<file path="src/rtl/mwcfg_pkg.sv">
package mwcfg_pkg;

    localparam int ID_W   = 16;
    localparam int FEAT_W = 9;
    localparam int VOL_W  = 7;

    typedef struct packed {
        logic [ID_W-1:0]   vid;
        logic [ID_W-1:0]   pid;
        logic              mfr_en;
        logic              ser_en;
        logic              prod_en;
        logic              ser_valid;
        logic [FEAT_W-1:0] feat;
        logic [VOL_W-1:0]  play;
        logic [VOL_W-1:0]  rec;
    } cfg_t;

    typedef enum logic [1:0] {X_IDLE, X_SHIFT, X_GAP} xfer_st_e;
    typedef enum logic [1:0] {T_ISSUE, T_WAIT, T_DONE} seq_st_e;

endpackage

</file>
<file path="src/rtl/mwcfg_tick.sv">
module mwcfg_tick #(
    parameter int HALF = 32
) (
    input  logic clk,
    input  logic rst_n,
    input  logic clr,
    output logic half
);
    localparam int CW = (HALF > 1) ? $clog2(HALF) : 1;

    logic [CW-1:0] cnt_d, cnt_q;

    always_comb begin
        half  = (cnt_q == CW'(HALF - 1));
        cnt_d = cnt_q + 1'b1;
        if (clr || half) cnt_d = '0;
    end

    always_ff @(posedge clk or negedge rst_n) begin
        if (!rst_n) cnt_q <= '0;
        else        cnt_q <= cnt_d;
    end

    generate
        if (HALF > 1) begin : g_spacing
            // half-period pulses never come back to back
            a_r3_tick_spacing: assert property (@(posedge clk) disable iff (!rst_n)
                half |=> !half);
        end
    endgenerate

endmodule

</file>
<file path="src/rtl/mwcfg_sat.sv">
module mwcfg_sat #(
    parameter int W  = 7,
    parameter int LO = 0,
    parameter int HI = 127
) (
    input  logic [W-1:0] raw,
    output logic [W-1:0] sat
);
    always_comb begin
        if (raw < W'(LO))      sat = W'(LO);
        else if (raw > W'(HI)) sat = W'(HI);
        else                   sat = raw;
    end
endmodule

</file>
<file path="src/rtl/mwcfg_xfer.sv">
module mwcfg_xfer
    import mwcfg_pkg::*;
#(
    parameter int AW   = 6,
    parameter int DW   = 16,
    parameter int HALF = 32
) (
    input  logic          clk,
    input  logic          rst_n,
    input  logic          start,
    input  logic [AW-1:0] addr,
    input  logic          di,
    output logic          cs,
    output logic          sk,
    output logic          dout,
    output logic          fin,
    output logic [DW-1:0] data
);
    localparam int CMDW = 3 + AW;
    localparam int TB   = CMDW + 1 + DW;
    localparam int IW   = $clog2(TB);

    typedef struct packed {
        xfer_st_e        st;
        logic            cs;
        logic            sk;
        logic            dout;
        logic [CMDW-1:0] cmd;
        logic [IW-1:0]   idx;
        logic [DW-1:0]   sh;
        logic            gap;
        logic            fin;
    } xs_t;

    xs_t  s_d, s_q;
    logic half, tclr;

    mwcfg_tick #(.HALF(HALF)) u_tick (
        .clk  (clk),
        .rst_n(rst_n),
        .clr  (tclr),
        .half (half)
    );

    always_comb begin
        s_d     = s_q;
        s_d.fin = 1'b0;
        tclr    = 1'b0;
        case (s_q.st)
            X_IDLE: begin
                if (start) begin
                    s_d.st   = X_SHIFT;
                    s_d.cs   = 1'b1;
                    s_d.sk   = 1'b0;
                    s_d.cmd  = {3'b110, addr};
                    s_d.dout = 1'b1;
                    s_d.idx  = '0;
                    tclr     = 1'b1;
                end
            end
            X_SHIFT: begin
                if (half) begin
                    if (!s_q.sk) begin
                        s_d.sk = 1'b1;
                        if (s_q.idx >= IW'(CMDW)) s_d.sh = {s_q.sh[DW-2:0], di};
                    end else begin
                        s_d.sk = 1'b0;
                        if (s_q.idx == IW'(TB - 1)) begin
                            s_d.st   = X_GAP;
                            s_d.cs   = 1'b0;
                            s_d.dout = 1'b0;
                            s_d.gap  = 1'b0;
                        end else begin
                            s_d.idx  = s_q.idx + 1'b1;
                            s_d.cmd  = {s_q.cmd[CMDW-2:0], 1'b0};
                            s_d.dout = ((s_q.idx + 1'b1) < IW'(CMDW)) ? s_q.cmd[CMDW-2] : 1'b0;
                        end
                    end
                end
            end
            X_GAP: begin
                if (half) begin
                    if (s_q.gap) begin
                        s_d.st  = X_IDLE;
                        s_d.fin = 1'b1;
                    end else begin
                        s_d.gap = 1'b1;
                    end
                end
            end
            default: s_d.st = X_IDLE;
        endcase
    end

    always_ff @(posedge clk or negedge rst_n) begin
        if (!rst_n) begin
            s_q <= '{st: X_IDLE, cs: 1'b0, sk: 1'b0, dout: 1'b0, cmd: '0,
                     idx: '0, sh: '0, gap: 1'b0, fin: 1'b0};
        end else begin
            s_q <= s_d;
        end
    end

    assign cs   = s_q.cs;
    assign sk   = s_q.sk;
    assign dout = s_q.dout;
    assign fin  = s_q.fin;
    assign data = s_q.sh;

    // the serial clock rests low outside a selected read
    a_r3_sk_low_when_idle: assert property (@(posedge clk) disable iff (!rst_n)
        !s_q.cs |-> !s_q.sk);
    // address bit is held across the high phase of the serial clock
    a_r2_do_held_high: assert property (@(posedge clk) disable iff (!rst_n)
        s_q.sk |=> (!s_q.sk || $stable(s_q.dout)));
    // a new read is only accepted when idle
    a_r2_start_when_idle: assert property (@(posedge clk) disable iff (!rst_n)
        start |-> (s_q.st == X_IDLE));

endmodule

</file>
<file path="src/rtl/mwcfg_loader.sv">
module mwcfg_loader
    import mwcfg_pkg::*;
#(
    parameter int          DIV       = 64,
    parameter int          AW        = 6,
    parameter int          FLAG_ADDR = 3,
    parameter int          VOL_ADDR  = 4,
    parameter logic [11:0] SIG       = 12'h670,
    parameter logic [15:0] DEF_VID   = 16'h0D8C,
    parameter logic [15:0] DEF_PID   = 16'h0139,
    parameter logic [6:0]  DEF_PLAY  = 7'h1E,
    parameter logic [6:0]  DEF_REC   = 7'h3C
) (
    input  logic        clk,
    input  logic        rst_n,
    output logic        ee_cs,
    output logic        ee_sk,
    output logic        ee_do,
    input  logic        ee_di,
    output logic        done,
    output logic [15:0] vid,
    output logic [15:0] pid,
    output logic        mfr_str_en,
    output logic        ser_str_en,
    output logic        prod_str_en,
    output logic        ser_data_valid,
    output logic [8:0]  feat,
    output logic [6:0]  play_vol,
    output logic [6:0]  rec_vol
);
    localparam int          HALF      = DIV / 2;
    localparam int          PLAY_LO   = 2;
    localparam int          PLAY_HI   = 'h4A;
    localparam int          REC_HI    = 'h78;
    localparam int          LAST_STEP = 4;
    localparam logic [8:0]  FEAT_DEF  = 9'h02A;
    localparam logic [8:0]  FEAT_MASK = 9'h1BF;

    localparam cfg_t CFG_DEF = '{vid: DEF_VID, pid: DEF_PID, mfr_en: 1'b1, ser_en: 1'b0,
                                 prod_en: 1'b1, ser_valid: 1'b0, feat: FEAT_DEF,
                                 play: DEF_PLAY, rec: DEF_REC};

    typedef struct packed {
        seq_st_e     st;
        logic [2:0]  step;
        logic [3:0]  nib;
        logic [15:0] vid;
        logic [15:0] pid;
        logic [8:0]  flg;
        cfg_t        cfg;
        logic        done;
    } ls_t;

    ls_t           s_d, s_q;
    logic          xstart, xfin;
    logic [AW-1:0] xaddr;
    logic [15:0]   xdata;
    logic [6:0]    play_sat, rec_sat;

    mwcfg_xfer #(.AW(AW), .DW(16), .HALF(HALF)) u_xfer (
        .clk  (clk),
        .rst_n(rst_n),
        .start(xstart),
        .addr (xaddr),
        .di   (ee_di),
        .cs   (ee_cs),
        .sk   (ee_sk),
        .dout (ee_do),
        .fin  (xfin),
        .data (xdata)
    );

    mwcfg_sat #(.W(7), .LO(PLAY_LO), .HI(PLAY_HI)) u_sat_play (
        .raw(xdata[14:8]),
        .sat(play_sat)
    );

    mwcfg_sat #(.W(7), .LO(0), .HI(REC_HI)) u_sat_rec (
        .raw(xdata[6:0]),
        .sat(rec_sat)
    );

    always_comb begin
        case (s_q.step)
            3'd0:    xaddr = '0;
            3'd1:    xaddr = AW'(1);
            3'd2:    xaddr = AW'(2);
            3'd3:    xaddr = AW'(FLAG_ADDR);
            default: xaddr = AW'(VOL_ADDR);
        endcase
    end

    assign xstart = (s_q.st == T_ISSUE);

    always_comb begin
        s_d = s_q;
        case (s_q.st)
            T_ISSUE: s_d.st = T_WAIT;
            T_WAIT: begin
                if (xfin) begin
                    s_d.step = s_q.step + 1'b1;
                    s_d.st   = T_ISSUE;
                    case (s_q.step)
                        3'd0: begin
                            if (xdata[15:4] != SIG) begin
                                s_d.st   = T_DONE;
                                s_d.done = 1'b1;
                            end else begin
                                s_d.nib = xdata[3:0];
                            end
                        end
                        3'd1: s_d.vid = xdata;
                        3'd2: s_d.pid = xdata;
                        3'd3: s_d.flg = xdata[8:0] & FEAT_MASK;
                        default: begin
                            s_d.st            = T_DONE;
                            s_d.done          = 1'b1;
                            s_d.cfg.vid       = s_q.vid;
                            s_d.cfg.pid       = s_q.pid;
                            s_d.cfg.ser_valid = s_q.nib[3];
                            s_d.cfg.mfr_en    = s_q.nib[2];
                            s_d.cfg.ser_en    = s_q.nib[1];
                            s_d.cfg.prod_en   = s_q.nib[0];
                            s_d.cfg.feat      = s_q.flg;
                            s_d.cfg.play      = play_sat;
                            s_d.cfg.rec       = rec_sat;
                        end
                    endcase
                end
            end
            default: s_d.st = T_DONE;
        endcase
    end

    always_ff @(posedge clk or negedge rst_n) begin
        if (!rst_n) begin
            s_q <= '{st: T_ISSUE, step: '0, nib: '0, vid: '0, pid: '0,
                     flg: '0, cfg: CFG_DEF, done: 1'b0};
        end else begin
            s_q <= s_d;
        end
    end

    assign done           = s_q.done;
    assign vid            = s_q.cfg.vid;
    assign pid            = s_q.cfg.pid;
    assign mfr_str_en     = s_q.cfg.mfr_en;
    assign ser_str_en     = s_q.cfg.ser_en;
    assign prod_str_en    = s_q.cfg.prod_en;
    assign ser_data_valid = s_q.cfg.ser_valid;
    assign feat           = s_q.cfg.feat;
    assign play_vol       = s_q.cfg.play;
    assign rec_vol        = s_q.cfg.rec;

    // done never falls once raised
    a_r11_done_sticky: assert property (@(posedge clk) disable iff (!rst_n)
        s_q.done |=> s_q.done);
    // published configuration is frozen after done
    a_r11_cfg_frozen: assert property (@(posedge clk) disable iff (!rst_n)
        s_q.done |=> $stable(s_q.cfg));
    // configuration only moves in the cycle done rises
    a_r1_cfg_hold: assert property (@(posedge clk) disable iff (!rst_n)
        !s_q.done |=> (s_q.done || $stable(s_q.cfg)));
    // no read is started after loading ends
    a_r4_no_read_after_done: assert property (@(posedge clk) disable iff (!rst_n)
        s_q.done |-> !xstart);
    // playback volume within legal range
    a_r9_play_range: assert property (@(posedge clk) disable iff (!rst_n)
        s_q.done |-> (play_vol >= 7'(PLAY_LO) && play_vol <= 7'(PLAY_HI)));
    // record volume within legal range
    a_r10_rec_range: assert property (@(posedge clk) disable iff (!rst_n)
        s_q.done |-> (rec_vol <= 7'(REC_HI)));
    // reserved feature bit stays clear
    a_r8_reserved_clear: assert property (@(posedge clk) disable iff (!rst_n)
        s_q.done |-> !feat[6]);

endmodule

</file>
<file path="config.mk">
export PLATFORM = sky130hd
export DESIGN_NAME = mwcfg_loader
export DESIGN_NICKNAME = d
export VERILOG_FILES = /design/src/rtl/mwcfg_pkg.sv /design/src/rtl/mwcfg_tick.sv /design/src/rtl/mwcfg_sat.sv /design/src/rtl/mwcfg_xfer.sv /design/src/rtl/mwcfg_loader.sv
export SDC_FILE = /design/constraint.sdc
export NUM_CORES = 1
export LEC_CHECK = 0
export BUFFER_PORTS_ARGS = -buffer_cell sky130_fd_sc_hd__buf_4
export CAP_MARGIN = 20
export CORE_AREA = 2 2 172 174
export DETAILED_ROUTE_END_ITERATION = 7
export DIE_AREA = 0 0 174 176
export PLACE_DENSITY = 0.48
export SETUP_SLACK_MARGIN = 0.5
export SLEW_MARGIN = 20
export SYNTH_ARGS = -nofsm -noshare
export SYNTH_HDL_FRONTEND = slang
export SYNTH_SLANG_ARGS = --single-unit
</file>
<file path="constraint.sdc">
create_clock -name clk -period 4.32 [get_ports clk]
set_clock_uncertainty 0.15 [all_clocks]
set_input_delay 0.432 -clock clk [delete_from_list [all_inputs] [get_ports clk]]
set_output_delay 0.432 -clock clk [all_outputs]
set_load 0.02 [all_outputs]
</file>
---- Word-level counts from Yosys, hierarchy flattened ----
Cells that the tools add are included.
storage, ports and cells
  latch bits .............................. 0
  memories kept ........................... 0
  output and inout bits ................... 63
  bits in writable memories ............... 0
  bits in registers ....................... 149
  input bits .............................. 3
  memory bits (read-only) ................. 0
  logic and storage cells ................. 120
cells by class
  order comparisons ....................... 6
  div/mod/pow operators ................... 0
  equality and inequality tests ........... 18
  shift operators ......................... 0
  multiply operators ...................... 0
  $add $sub $neg .......................... 3
  bitwise logic cells ..................... 4
  muxes and demuxes ....................... 41
  reduce and logical (&&, ||, !) cells .... 22
operators with widths
  operator                number
  $mux W110               1
  $mux W16                4
  $mux W59                1
  $mux W36                1
  $pmux W17 S2            1
  $mux W7                 4
  $mux W19                1
  $reduce_and A4 Y1       4
  $mux W15                1
  $reduce_and A3 Y1       5
  $reduce_and A5 Y1       3
  $gt A7 B7 Y1 const B    2
  $mux W14                1
  $ne A2 B1 Y1 const B    7
  $ne A12 B11 Y1 const B  1
  $pmux W3 S4             1
  $add A5 B1 Y5 const B   2
  $eq A5 B5 Y1 const B    2
  $mux W1                 10
  $mux W9                 1
  $mux W2                 4
  $mux W4                 2
  $pmux W2 S2             2
  $lt A7 B1 Y1 const B    1
  other kinds (22)        32

---- Longest topological paths before layout ----
  depth after elaboration ................. 7
  gate-level depth with buffers ........... 9
  gate-level depth less buffers ........... 7

---- Modules after synthesis ----
A second synthesis with hierarchy kept.
second synthesis, totals
  cells, all modules ...................... 521
  area, all modules ....................... 6875.3 um^2
modules (own cells, without submodules)
  module                  sequential area each (um^2)  area an instance (um^2)  cells each  times used
  mwcfg_loader            2732.6                       4629.4                   313         1
  mwcfg_xfer              900.9                        1875.5                   169         1
  mwcfg_tick              125.1                        229.0                    17          1
  mwcfg_sat (u_sat_play)  0.0                          101.3                    14          1
  mwcfg_sat (u_sat_rec)   0.0                          40.0                     8           1

---- Least setup slack after synthesis ----
No wires, ideal clock.
  path type ............................... reg-to-reg
  start ................................... register u_xfer.s_q[18] (netlist name)
  end ..................................... register u_xfer.s_q (netlist bit u_xfer.data[10])
  stages on the path, launching flop included .. 8
  data arrival time ....................... 1959 ps
  path buffers ............................ 2
  path slack .............................. 2086 ps
  period minus slack after synthesis ...... 2234 ps
  path through ............................ dfrtp_1 ha_1 or4_1 a21oi_1 or3_1 buf_6 buf_8 mux2_4
on the way
  word-level cells in the longest chain between the ends .. 2
RTL lines
  element                      line              source
  start: declaration           mwcfg_xfer.sv:35  xs_t s_d, s_q;
  start signal: assignment     mwcfg_xfer.sv:97  s_q <= '{st: X_IDLE, cs: 1'b0, sk: 1'b0, dout: 1'b0, cmd: '0,
  $ge A5 B4 Y1                 mwcfg_xfer.sv:65  if (s_q.idx >= IW'(CMDW)) s_d.sh = {s_q.sh[DW-2:0], di};
  $reduce_and A4 Y1 (no line)  -
No other way between the ends.
A chain may end at the register's enable or synchronous reset.

---- Final worst setup path ----
  start ................................... register s_q[107] (netlist name)
  end ..................................... register s_q (netlist bit feat[8])
on the way
  word-level cells in the longest chain between the ends .. 4
RTL lines
  element                               line                 source
  start: declaration                    mwcfg_loader.sv:54   ls_t s_d, s_q;
  start signal: assignment              mwcfg_loader.sv:137  s_q <= '{st: T_ISSUE, step: '0, nib: '0, vid: '0, pid: '0,
  $eq A3 B2 Y1 (tied with other cells)  mwcfg_loader.sv:103  case (s_q.step)
  $reduce_or A4 Y1 (no line) *          -
  $not A1 Y1 (no line) *                -
  $reduce_and A3 Y1 (no line) *         -
Mark *: on every way between the ends. The rest lies on a longest branch, timed or not.

==> key figures <==
Outcome
  – Outcome: finished with violations
  – Failing checks: hold timing

Finish
  – # diodes: 0
  – Area Growth Syn to Fin: 17.3%
  – Fin cells: 901
  – Final net count: 516
  – Final instance area: 7630 um2
  – Share of cells above drive strength 1: 44.1%

GRT
  – Pin count of the biggest net entering global routing: 104
  – All-Layer GR Usage: 9.15%
  – Antenna violations before repair: 0
  – Grt total ovfl: 0
  – Vias in the first global route: 3823
  – First-pass GRT wire length: 21800 um

Worst setup path
  – Critical path class: reg -> reg
  – Crit start category: register
  – Required @ worst endpoint: 4480 ps
  – Worst setup EP type: register
  – Worst reg2reg path depth: 6
  – CP Max Fanout: 48
  – Critical Path AT: 3020 ps

STA
  – Period utilization: 66.3%
  – Unrepaired setup endpoints after global routing: false
  – Final critical-path required period: 2870 ps
  – Max Freq: 349 MHz
  – Total negative slack for setup checks: 0 ps
  – Slew Limit Fails: 0
  – Max-slew headroom: 37.7%
  – Min Hold Slack: -21.2 ps
  – Worst-Margin Slew: 935 ps
  – Hold Vio Cnt, Final: 19
  – Final setup fails: 0

Route
  – Drt initial violations: 160
  – Wire per inst: 14.7 um
  – Post-Route WL: 13300 um
  – Via/cell ratio: 4.05
  – Remaining DRCs: 0
  – Post-route ant nets: 0
  – Total number of vias: 3647
  – DRT Pass-1 Iters: 4

Synth
  – Syn Nets: 505
  – Mapped Cells: 493
  – FFs w/ async S/R, synth: 100%
  – Primary FF master, synth: dfrtp_1
  – Count of cell types in the netlist: 48
  – Area leader, netlist: dfrtp_1
  – Post-synth EDFFs: 0
  – Synth top area cells: dfrtp_1, mux2_2, dfstp_2
  – Register area share after synthesis: 57.8%
  – Share of the synthesized area in the top cell type: 48.1%
  – Post-synth design cell area: 6500 um2
  – Average cell area after synthesis: 13.2 um2
  – Yosys warnings: 0
  – Synth top cells by count: dfrtp_1, mux2_2, buf_4
  – Register bit total from synthesis: 149
  – Top-count cell post-synth: dfrtp_1

Clock tree
  – Cts hold-fix bufs: 0
  – Maximum clock insertion buffer count: 2
  – Clock transition at path regs: 60 ps
  – Worst-Skew Late Latency: 420 ps
  – H-tree levels: 4
  – CTS root buf: clkbuf_16
  – CTS tree: built
  – Post-CTS setup buffers: 0
  – Cts bufs inserted: 17
  – Clock sinks: 149
  – Post-CTS Resized: 0

Placement
  – DP Area: 6980 um2
  – Placed Cells: 869
  – Gpl congestion: 0.738
  – DP HPWL: 8990 um
  – Port Buf Inserts: 64

Die
  – Die Area: 30600 um2
  – Initial Util: 22.8%
  – Die height: 176 um
  – Total core area: 28500 um2
  – Row cnt: 62
  – Die Wd: 174 um
  – IO Pins: 66

Power and ir drop
  – Leakage: 3.69 nW
  – Peak supply drop: 0.284 mV
  – Power density cells: 399 nW/um2

Hold path
  – Worst Hold Class: in -> async

Job
  – Max Cap Viol: 0
-- area by class of cell --
class,instances,area (um2)
fill,2987,20900
inverter,8,30.0
multi-input combinational,261,2210
timing repair buffer,67,507
clock inverter,9,176
clock buffer,23,468
sequential,149,3760
tap,384,480
-- power by group --
group          total (mW)  leakage (nW)  internal, mW  switching [mW]
registers            1.40          1.96          1.40        0.000987
clock network        1.61         0.311          1.06           0.559
logic              0.0302          1.43       0.00294          0.0273
-- flip-flops by register name, indices dropped and copies added (netlist names), 5 cells and up --
signal and cells:
rec_vol 7, feat 8, u_xfer.s_q 16, u_xfer.u_tick.cnt_q 5
u_xfer.data 16, play_vol 7, pid 16, s_q 49
vid 16
-- metrics by stage --
stage | setup slack [ps] | hold WS [ps] | power [mW] | util (%)
after floorplan | 2090 | -13.6 | 1.42 | -
after global placement | 1570 | 294 | 1.45 | 24.5
after detailed placement | 1480 | 321 | 1.46 | 24.5
after CTS | 1470 | 8.68 | 3.09 | 26.7
after global routing | 1230 | 53.5 | 3.16 | 26.7
final | 1450 | -21.2 | 3.04 | 26.7
-- final timing paths --
path | endpoint | from | slack [ps]
min | s_q[71] | rst_n | -20
max in group asynchronous | pid[5] | rst_n | 3090
min in group clk | u_xfer.data[0] | ee_di | 80
min reg2reg | u_xfer.u_tick.cnt_q[0] | u_xfer.u_tick.cnt_q[0] | 330
max reg2reg | feat[8] | s_q[107] | 1450
max | feat[8] | s_q[107] | 1450
-- kinds of logic (layout without fill, tap and decap cells) --
family / Yosys count / count (layout) / synth area share [%]
flops: 149 / 149 / 57.8
mux: 112 / 112 / 20.0
buf+inv: 83 / 107 / 8.41
simple gates: 82 / 82 / 6.47
compound gates: 51 / 51 / 4.72
fa+ha+maj: 9 / 9 / 1.73
xor+xnor: 6 / 6 / 0.809
other cells: 1 / 1 / 0.0577
-- critical path, stage by stage (launching register included) --
cell and delay [ps]:
dfrtp_1 500, inv_1 130, ha_1 280, nor4bb_1 560
o21ai_4 360, buf_4 400, mux2_2 340
-- cells in the final DEF, fill, tap and decap left out, types with 6 or more instances in the layout --
cell / instances
a21oi_1: 11
inv_1: 8
dfrtp_1: 125
nor2_1: 19
o21ai_0: 21
ha_1: 9
dfstp_2: 24
mux2_1: 6
mux2_4: 10
nand2_1: 25
mux2_2: 96
nand3_1: 7
clkbuf_16: 17
buf_4: 66
-- routing by layer --
metal	vias up	wire length (um)	global-route usage, %
li1	1684	-	-
met1	1884	5720	11.1
met2	63	6700	15.0
met3	16	648	3.29
met4	0	185	3.36
met5	-	0	0
(Power assumes the default switching activity.)
